[src/rtl/sdram_col_seq.sv]
module sdram_col_seq #(
  parameter int COL_W = 9
) (
  input  logic             clk,
  input  logic             rst_n,
  input  logic             start_i,
  input  logic             is_write_i,
  input  logic [2:0]       len_code_i,
  input  logic             ilv_i,
  input  logic             wbm_single_i,
  input  logic [COL_W-1:0] col_start_i,
  input  logic             term_i,
  output logic [COL_W-1:0] col_o,
  output logic             valid_o,
  output logic             last_o,
  output logic             cfg_err_o
);
  localparam logic [2:0] FULL_CODE = 3'd7;

  logic             act_q, full_q, ilv_q, err_q;
  logic [COL_W-1:0] start_q, mask_q, k_q;
  logic [COL_W-1:0] mask_d;

  wire single_w = is_write_i & wbm_single_i;
  wire bad_code = (len_code_i[2] & (len_code_i != FULL_CODE)) |
                  ((len_code_i == FULL_CODE) & ilv_i);
  wire full_d   = (len_code_i == FULL_CODE) & ~bad_code & ~single_w;

  always_comb begin
    mask_d = '0;
    if (!(bad_code || single_w)) begin
      case (len_code_i)
        3'd1:    mask_d = COL_W'(1);
        3'd2:    mask_d = COL_W'(3);
        3'd3:    mask_d = COL_W'(7);
        default: mask_d = '0;
      endcase
    end
  end

  wire [COL_W-1:0] seq_w = start_q + k_q;
  wire [COL_W-1:0] lo_w  = ilv_q ? (start_q ^ k_q) : seq_w;

  assign col_o     = full_q ? seq_w : ((start_q & ~mask_q) | (lo_w & mask_q));
  assign valid_o   = act_q;
  assign last_o    = act_q & ~full_q & (k_q == mask_q);
  assign cfg_err_o = act_q & err_q;

  always_ff @(posedge clk) begin
    if (!rst_n) begin
      act_q   <= 1'b0;
      full_q  <= 1'b0;
      ilv_q   <= 1'b0;
      err_q   <= 1'b0;
      start_q <= '0;
      mask_q  <= '0;
      k_q     <= '0;
    end else if (start_i) begin
      act_q   <= 1'b1;
      full_q  <= full_d;
      ilv_q   <= ilv_i;
      err_q   <= bad_code;
      start_q <= col_start_i;
      mask_q  <= mask_d;
      k_q     <= '0;
    end else if (act_q) begin
      if (term_i || last_o) act_q <= 1'b0;
      else                  k_q   <= k_q + 1'b1;
    end
  end

  assert_start_beat_R2: assert property (@(posedge clk) disable iff (!rst_n)
    start_i |=> valid_o);
  assert_end_after_last_R2: assert property (@(posedge clk) disable iff (!rst_n)
    (last_o && !start_i) |=> !valid_o);
  assert_last_needs_valid_R2: assert property (@(posedge clk) disable iff (!rst_n)
    last_o |-> valid_o);
  assert_block_held_R3: assert property (@(posedge clk) disable iff (!rst_n)
    (valid_o && $past(valid_o) && !$past(start_i) && !full_q) |->
      ((col_o & ~mask_q) == ($past(col_o) & ~mask_q)));
  assert_err_single_R8: assert property (@(posedge clk) disable iff (!rst_n)
    cfg_err_o |-> last_o);
  assert_term_stops_R10: assert property (@(posedge clk) disable iff (!rst_n)
    (valid_o && term_i && !start_i) |=> !valid_o);
endmodule

[config.mk]
export PLATFORM = sky130hd
export DESIGN_NAME = sdram_col_seq
export DESIGN_NICKNAME = d
export VERILOG_FILES = /design/src/rtl/sdram_col_seq.sv
export SDC_FILE = /design/constraint.sdc
export NUM_CORES = 1
export LEC_CHECK = 0
export ABC_AREA = 1
export BUFFER_PORTS_ARGS = -buffer_cell sky130_fd_sc_hd__clkbuf_2
export CAP_MARGIN = 20
export CORE_MARGIN = 2
export CORE_UTILIZATION = 35
export CTS_CLUSTER_SIZE = 40
export DETAILED_ROUTE_END_ITERATION = 8
export PLACE_DENSITY = 0.64
export SYNTH_ARGS = -nofsm -noshare
export SYNTH_HDL_FRONTEND = slang
export SYNTH_SLANG_ARGS = --single-unit
[constraint.sdc]
create_clock -name clk -period 5.1 [get_ports clk]
set_input_delay 0.255 -clock clk [delete_from_list [all_inputs] [get_ports clk]]
set_output_delay 0.255 -clock clk [all_outputs]
set_load 0.02 [all_outputs]
==> summary by stage, run 1 <==
Status
The run finished with clean final reports.

Worst setup path
The flop-to-flop setup slack is 3.35 ns. The arrival time reported for the critical path endpoint is 2.29 ns. The worst register-to-register path begins at full_q. Walking the worst path, the cells encountered are ha_1 > inv_1 > fa_1 > o21ai_1 > nand2_1 > nand2_1 > nand2_1 > nand2_1 > nand2_1 > nand2_1 > clkbuf_2.

The delay of the slowest cell on the worst path is 0.47 ns. By startpoint and endpoint, the worst setup path is classified as flip-flop to output pin. The nature of the critical path startpoint is a flip-flop. The cell at the slowest stage of the critical path is sky130_fd_sc_hd__dfxtp_1.

The logic depth of the worst register-to-register path is 8. The buffer and inverter count on the worst path is 2. The worst flop-to-flop path endpoint is k_q[1]. In this design, the critical path's most frequently occurring cell is sky130_fd_sc_hd__nand2_1. In this run the worst path has a maximum fanout of 8. Data on the critical path is required at its endpoint by 4.85 ns. The source of the critical timing path is k_q[0].

The element type at the critical path end is an output pin. The category of cells accounting for the largest share of critical-path delay is adder cells.

Finish
The combined area of the multi-input logic cells is about 1000 um^2. The count of placed standard cells in the final layout, fillers left out is 368. After filler insertion, the fill cell instance count of the layout stands at 540. The footprint of the flip-flops and latches is 500 um^2. The growth of design area from synthesis to finish is 14.0%. The count of nets after finishing is 331. The ratio of cells with drive above 1 in the final layout is 13.6%. The repair_antennas step left the layout with diodes totalling 0.

Timing
The maximum clock frequency is 393 MHz. The aggregate negative setup slack is 0 ns. Setup repair after global routing left no endpoint under its margin.

The setup-violating endpoint count in the final report is 0. The number of hold-slack violations in the final timing report is 0. The worst slew margin relative to its limit is 68.0%.

The routed design could run at a clock period as short as 2.54 ns. The final clock skew is 0.00228 ns. Dividing the final minimum period by the clock period gives roughly half. The number of slew-limit violations in the final report is 0.

For the pin with the worst max-slew slack, the measured transition is 0.479 ns.

GRT
The global-route usage over all layers is between 10% and 20%. The largest net degree at the start of global routing is 18. The number of antenna violations at the first check in global routing is 0. In the global route stage, met3 resource usage came out at ~2.6%. The first global-routing pass estimated slightly above 7000 um of wire. The met1 track utilization from global routing is 22.9%. Global routing finished with a remaining overflow of 0.

For met2 alone, demand over resource in global routing was 26.0%. The global routing stage identified its most utilized layer as met2. The via count of the first global-routing pass was 1589.

Worst hold path
The number of cells on the worst hold path is 3. In this run the most critical hold path is launched from col_start_i[4]. The capture endpoint of the worst hold path is start_q[4]. The worst min-delay path category is input port to flip-flop.

Place
After legalization and detailed placement, the total HPWL measured 3160 um. The port buffer count is 30. The final estimated routing congestion in global placement is 0.831. Including well taps, the total number of placed cells is 364.

Logic synthesis
Yosys printed 0 warnings. The count of state elements after synthesis is 25. By instance count, the leading cell after synthesis is sky130_fd_sc_hd__nand2_1. By area the synthesized netlist is led by sky130_fd_sc_hd__dfxtp_1, sky130_fd_sc_hd__nand2_1, sky130_fd_sc_hd__nand3_1. After synthesis, the most frequently instantiated cells are sky130_fd_sc_hd__nand2_1, sky130_fd_sc_hd__inv_1, sky130_fd_sc_hd__nand3_1. The share of the Yosys chip area taken by registers is 29.1%. In this run, synthesis inferred 0 flip-flops with an integrated enable. The synthesized area divided by synthesized cell count is 6.29 um^2.

The synthesized netlist contains 28 unique library cells. The share of synthesized registers carrying an async set or reset is 0%. The most used flip-flop cell after synthesis is sky130_fd_sc_hd__dfxtp_1.

The net count after synthesis is slightly above 300. After technology mapping, the gate count stands at 273. In this run the biggest area consumer among cell types represents 29.1% of the synthesized area. The cell taking the most area after synthesis is sky130_fd_sc_hd__dfxtp_1. The netlist area before placement is 1720 um^2.

Power and ir drop
The cell leakage power is 0.942 nW. The switching part of the total power is 28.6%. The switching power of the nets is 0.113 mW. Internal power comes to 0.282 mW. Power spread over the standard cell area amounts to slightly above 200 nW/um^2. The relative contribution of the clock network to total power is 30.2%. The worst-case IR drop observed on VDD is between 0.09 and 0.1 mV. The proportion of power drawn by flip-flops and latches is between 50 and 60%.

The combinational power share is around 17%.

Floorplanning
The initial utilization of the core area, before any placement, comes to 36.4%. The core region is 4720 um^2. In this run the horizontal extent of the chip is 74.1 um. The number of placement rows is 25. For this design the top-level I/O count stands at 31. The die boundary height is about 74 um. The floorplan step defined a die boundary enclosing 5480 um^2.

Clocking
CTS saw 25 sinks. Counting along the longest clock path gives a buffer depth of 2. Counting the buffers created by CTS gives 3.

The clock tree from TritonCTS is done. The cell at the root of the clock tree is sky130_fd_sc_hd__clkbuf_8. The quantity of hold-fixing buffers added after cts is 0.

The clock insertion delay at the later pin of the skew report is roughly 0.27 ns. The number of gates resized after CTS was 0. The CTS clock-pin slew for the worst setup and hold paths is 0.09 ns. The number of levels in the clock H-tree is 1. Once the clock tree was built, the setup fixing pass inserted 0 buffers.

Drt
After detailed routing, the total wire length is 4090 um. For this block, the initial DRC count from the detailed router was 86. Once detail routing completed, the nets flagged for antenna violations numbered 0. The length of the first detailed-routing pass in iterations is 4. The ratio of routed vias to standard cells is 4.80. The final routed DRC violation total is 0. The average routed wire per standard cell is 11.1 um.

The via count is about 1800.

Flow run
The tool flagged a number of max-cap violations equal to 0.
worst register-to-register path, stage by stage (launching register included):
cell                      delay [ns]
sky130_fd_sc_hd__dfxtp_1        0.63
sky130_fd_sc_hd__inv_1          0.27
sky130_fd_sc_hd__nand2_1        0.12
sky130_fd_sc_hd__nor2_1         0.05
sky130_fd_sc_hd__nand3_2        0.18
sky130_fd_sc_hd__nand2_2        0.16
sky130_fd_sc_hd__inv_1          0.13
sky130_fd_sc_hd__nor2_1         0.05
sky130_fd_sc_hd__nor2_1         0.10
stage by stage:
stage	instance area (um^2)	power, mW	util, %	setup slack (ns)	hold WS, ns
CTS	1960	0.400	41.5	2.52	0.202
floorplan	1720	0.257	-	3.12	0.368
global route	1960	0.416	41.5	2.38	0.225
detailed placement	1910	0.280	40.5	2.83	0.464
global placement	1910	0.280	40.5	2.87	0.459
finish	1960	0.394	41.5	2.56	0.201
layout by cell type, fill, tap and decap left out, drive strengths merged:
cell / instances
o22ai: 6
o211ai: 1
clkbuf: 34
nor2: 29
dfxtp: 25
nand4: 5
o31ai: 1
inv: 37
o21ai: 14
fa: 1
nand3b: 2
a31oi: 1
a21oi: 13
o21bai: 1
ha: 9
nand2: 85
nand3: 31
a22oi: 1
xor2: 5
power groups by stage:
stage	Combinational (mW)	Clock (mW)	Sequential, mW
after floorplan	0.0456	0	0.211
after global placement	0.0676	0	0.212
after detailed placement	0.0678	0	0.212
after CTS	0.0681	0.124	0.208
after global routing	0.0759	0.131	0.209
final	0.0674	0.119	0.208
worst max-delay path by stage:
stage | slack [ns] | cells after the start | to
3_5_place_dp | 2.83 | 11 | col_o[8]
5_1_grt | 2.38 | 11 | col_o[8]
6_report | 2.56 | 11 | col_o[8]
3_3_place_gp | 2.87 | 11 | col_o[8]
4_1_cts | 2.52 | 11 | col_o[8]
2_1_floorplan | 3.12 | 10 | col_o[8]
sequential cells by signal, indices dropped and copies added (netlist names):
register and flops:
start_q 9, ilv_q 1, k_q 9, err_q 1, mask_q 3, valid_o 1
full_q 1
area by class of cell:
cell class	count	share of cell area [%]
Clock buffer	4	2.30
Inverter	37	7.09
Multi-Input combinational cell	205	53.1
Sequential cell	25	25.6
Tap cell	67	4.28
Timing Repair Buffer	30	7.67
kinds of logic (layout without fill, tap and decap cells):
kind of cell	Yosys count	count (layout)	synth area share [%]
DFF	25	25	29.1
adders and majority gates	10	10	7.72
and+or+nand+nor	152	152	38.1
buffers and inverters	43	71	10.3
AOI/OAI and AO/OA	38	38	12.2
xor gates and xnor gates	5	5	2.55
layer usage:
metal  routed length (um)  up-vias
met5                    0        -
met4                   59        0
met3                  196        5
met2                 1740       44
met1                 2100      780
li1                     -      938
No activity file was read; power rests on OpenSTA's default activity.
==> inputs of run 2 (changes only) <==
--- a/config.mk
+++ b/config.mk
@@ -5,14 +5,14 @@
 export SDC_FILE = /design/constraint.sdc
 export NUM_CORES = 1
 export LEC_CHECK = 0
-export ABC_AREA = 1
+export ABC_AREA = 0
 export BUFFER_PORTS_ARGS = -buffer_cell sky130_fd_sc_hd__clkbuf_2
 export CAP_MARGIN = 20
 export CORE_MARGIN = 2
 export CORE_UTILIZATION = 35
 export CTS_CLUSTER_SIZE = 40
 export DETAILED_ROUTE_END_ITERATION = 8
-export PLACE_DENSITY = 0.64
+export PLACE_DENSITY = 0.67
 export SYNTH_ARGS = -nofsm -noshare
 export SYNTH_HDL_FRONTEND = slang
 export SYNTH_SLANG_ARGS = --single-unit
==> constraint.sdc (replaced) <==
create_clock -name clk -period 2.3 [get_ports clk]
set_input_delay 0.115 -clock clk [delete_from_list [all_inputs] [get_ports clk]]
set_output_delay 0.115 -clock clk [all_outputs]
set_load 0.02 [all_outputs]
==> run 2 against run 1 <==
The flow now finishes with violations (setup timing). Non-clock buffer count up 8. Flip-flop and latch count unchanged. Final cell count down 23%. Die area down 2.8%. Sequential power up 120%. Via count down 17%. Largest cell class unchanged. Largest power group unchanged.
==> summary by stage, run 2 <==
Finish
Counting the fill cells in the layout gives 459. For this run, the number of standard cells in the final layout without fillers is 283. In the final layout, flip-flops and latches occupy between 500 and 600 um^2. The growth of design area from synthesis to finish is 22.2%.

The net count of the finished layout is between 200 and 300. The largest registers in the layout are k_q: 9 flops, start_q: 9 flops, mask_q: 3 flops. The combined area of the multi-input logic cells is 1150 um^2. The antenna diode instance count is 0.

The top cell types in the final layout, fill and taps aside, are sky130_fd_sc_hd__clkbuf_2, sky130_fd_sc_hd__dfxtp_1, sky130_fd_sc_hd__nand2_1, sky130_fd_sc_hd__nor2_1, sky130_fd_sc_hd__nor2b_1. The most common library cell in the layout ignoring fill and taps is sky130_fd_sc_hd__clkbuf_2. The finished cells cover 2040 um^2. The post-route netlist has 28.8% of its cells at a drive strength greater than 1.

Logic synthesis
Counting every instance in the synthesized netlist gives 193. By area, the combinational part of the netlist is dominated by simple AND/OR/NAND/NOR gates. The top cell type by area accounts for 30.0% of the synthesized area. The netlist area before placement is between 1500 and 2000 um^2. The count of state elements after synthesis is 25. The net count after synthesis is 222. In the synthesized netlist, the cells that appear most often are sky130_fd_sc_hd__dfxtp_1, sky130_fd_sc_hd__nand2_1, sky130_fd_sc_hd__nor2_1. The share of synthesized registers carrying an async set or reset is 0%. The commonest register cell after synthesis is sky130_fd_sc_hd__dfxtp_1. The area share of and/or/nand/nor cells after synthesis is between 20% and 30%. The portion of synthesized area spent on multiplexers is a little over a tenth. The share of synthesized cell area in full adder, half adder and majority cells is under 10%. The share of the yosys chip area belonging to registers is 30.0%. The synthesized area divided by synthesized cell count is ~8.6 um^2. The synthesized design contains 0 enable-type register cells. After synthesis, the cell types taking the most area are sky130_fd_sc_hd__dfxtp_1, sky130_fd_sc_hd__ha_1, sky130_fd_sc_hd__mux2i_1. The synthesized netlist devotes under 10% of its cell area to XOR and XNOR gates. For this run, the number of Yosys warnings is 0. The area fraction in compound gates after synthesis is between 10% and 20%.

The cell taking the most area after synthesis is sky130_fd_sc_hd__dfxtp_1. By instance count, the leading cell after synthesis is sky130_fd_sc_hd__dfxtp_1. The number of different library cells in the post-synthesis netlist is 48.

Place
Port buffering added 30 buffers. Prior to clock tree synthesis, the placed netlist has a worst setup slack of 0.119 ns. At the end of routability-driven placement, the weighted congestion stood at 0.857.

After detailed placement, the design holds a cell count of approximately 280. The cell area after placement is 1880 um^2. The sum of net half-perimeters after detailed placement is 2760 um.

Timing
The number of hold-slack violations in the final timing report is 0. Hold timing on the final database bottoms out at a slack of 0.102 ns. Setup repair after global routing could not meet its margin everywhere. The final clock skew is 0.00399 ns.

The final worst-path setup slack is -0.0655 ns. The actual slew at the worst max-slew pin is just over 0.5 ns. Derived from the worst setup path, the maximum achievable clock frequency is 423 MHz.

The final critical path takes up 103% of the cycle. Setup violations remaining at the end of the flow were counted as 2. The final critical path time including I/O delays and setup is 2.37 ns.

The number of slew-limit violations in the final report was 0. The worst slew margin relative to its limit is 65.4%.

Drt
The DRC violation total after the first TritonRoute iteration is 56. The average routed wire per standard cell is 13.3 um. The sum of routed wire length over all layers is 3770 um. The met3 layer wire length in the routed design is 155 um. The final routed DRC violation total is 0.

The wire length the detailed router placed on met1 is roughly 1900 um. In the detailed route, the total length drawn on met2 is 1710 um. Once detail routing completed, the nets flagged for antenna violations numbered 0. The via count is 1475. Dividing the detail-routed via count by the number of cells gives 5.21.

After detailed routing, no signal wire sits above met4. The length of the first detailed-routing pass in iterations is 4.

Floorplanning
The I/O pin count is 31. The core region is 4660 um^2. The initial cell density of the core is roughly 36%.

The floorplan die area is 5330 um^2. The floorplan has 25 rows. The die is 73.0 um tall. The horizontal die dimension is 73.0 um.

GRT
The number of antenna violations at the first check in global routing is 0. The global-route usage over all layers is 14.8%. The largest net degree at the start of global routing is 17. The remaining global-route overflow is 0.

The global-route wire length before repair is 6260 um. The via count of the first global-routing pass was roughly 1400.

Clocking
The number of CTS-inserted buffers is 3. CTS built an H-tree with a depth of 1. After clock tree synthesis, the clock-pin slew on the worst setup and hold paths is 0.08 ns. The tree built by TritonCTS fans out to 25 sinks.

Clock latency on the worst-skew pair, taken at its later pin, is 0.27 ns. TritonCTS built the clock tree. In this run the clock root is driven by a sky130_fd_sc_hd__clkbuf_8. The number of buffers on the longest clock path is 2.

Flow run
The total of max-cap violations is 0.

Worst setup path
The path type of the worst setup path is flip-flop to output pin. The logic depth of the worst register-to-register path is 5. The biggest fanout along the worst timing path is 6.

In this run the critical register-to-register path is captured at k_q[1]. The arrival time reported for the critical path endpoint is 2.25 ns. The startpoint identified for the worst register-to-register timing path is full_q. The worst setup path is launched from a flip-flop. The source of the critical timing path is k_q[3]. In this run the register-to-register setup slack is 0.59 ns.

The element type at the critical path end is an output pin. At the worst endpoint, the required time is 2.18 ns.

Status
The final reports fail on setup timing. The run finished, with violations left.

Power and ir drop
VDD sags by at most 0.383 mV. The power consumption is 0.884 mW. The total power density per cell area is 434 nW/um^2. In this run the static leakage power is between 0.8 and 0.9 nW.

Worst hold path
The worst hold path was traced through 3 stages. The worst hold path terminates at mask_q[0]. The min-delay analysis places its worst path in the category input port to flip-flop. The worst hold path begins at len_code_i[0].
==> run 2: changes by cell type in the layout (fill, tap and decap cells not counted), sizes merged, moves of 8 or more <==
cell / change
nand2: -65
inv: -27
nand3: -27
nor2: -14
nor2b: +13
mux2i: +11
buf: +9
xnor2: +9
o21ai: -8
==> run 2: per-layer routing <==
layer  GRT usage (%)  up-vias
li1                -      764
met1            20.4      677
met2            23.7       30
met3            3.31        4
met4            2.67        0
met5               0        -
==> run 2: repair_timing <==
item                                    4_1_cts  5_1_grt
endpoints found under the setup margin        2        4
hold buffers                                  0        0
buffers inserted                              2        2
pin swaps                                     7        5
cloned                                        0        0
gates resized for setup                      12       10
==> run 2: kinds of logic (layout without fill, tap and decap cells) <==
| logic type | Yosys count | after routing |
|---|---|---|
| DFF | 25 | 25 |
| adders and majority gates | 10 | 10 |
| and+or+nand+nor | 74 | 74 |
| xor gates and xnor gates | 12 | 12 |
| muxes | 17 | 17 |
| buffers and inverters | 16 | 52 |
| AOI/OAI and AO/OA | 39 | 39 |
==> run 2: worst max path at each step <==
| stage | endpoint | slack (ns) | depth (start not counted) |
|---|---|---|---|
| CTS | col_o[8] | -0.08 | 9 |
| floorplan | col_o[8] | 0.17 | 8 |
| detailed placement | col_o[8] | 0.12 | 9 |
| finish | col_o[8] | -0.07 | 7 |
| global route | col_o[8] | -0.15 | 9 |
| global placement | col_o[6] | 0.15 | 9 |
==> run 2: area by class of cell <==
type                            instances  area share (%)
Clock buffer                            4            2.21
Inverter                               10            1.84
Multi-Input combinational cell        152            56.7
Sequential cell                        25            24.7
Tap cell                               54            3.31
Timing Repair Buffer                   38            11.2
==> run 2: critical path, cell delays in order (launching register included) <==
cell	delay, ns
sky130_fd_sc_hd__dfxtp_1	0.47
sky130_fd_sc_hd__ha_1	0.35
sky130_fd_sc_hd__o21a_1	0.25
sky130_fd_sc_hd__o31ai_4	0.08
sky130_fd_sc_hd__a211oi_2	0.13
sky130_fd_sc_hd__o211a_1	0.23
sky130_fd_sc_hd__or3_1	0.31
sky130_fd_sc_hd__clkbuf_8	0.16
==> run 2: power breakdown <==
group	switching (mW)	leakage, nW	total [mW]	internal, mW
clock	0.143	0.0228	0.267	0.124
combinational	0.0822	0.635	0.154	0.0720
sequential	0.0153	0.205	0.463	0.448
total	0.240	0.863	0.884	0.644
==> run 2: metrics by stage <==
| step | TNS [ns] | utilization, % |
|---|---|---|
| global route | -0.261 | 43.7 |
| global placement | 0 | 40.4 |
| finish | -0.109 | 43.7 |
| floorplan | 0 | - |
| detailed placement | 0 | 40.4 |
| CTS | -0.0957 | 42.8 |
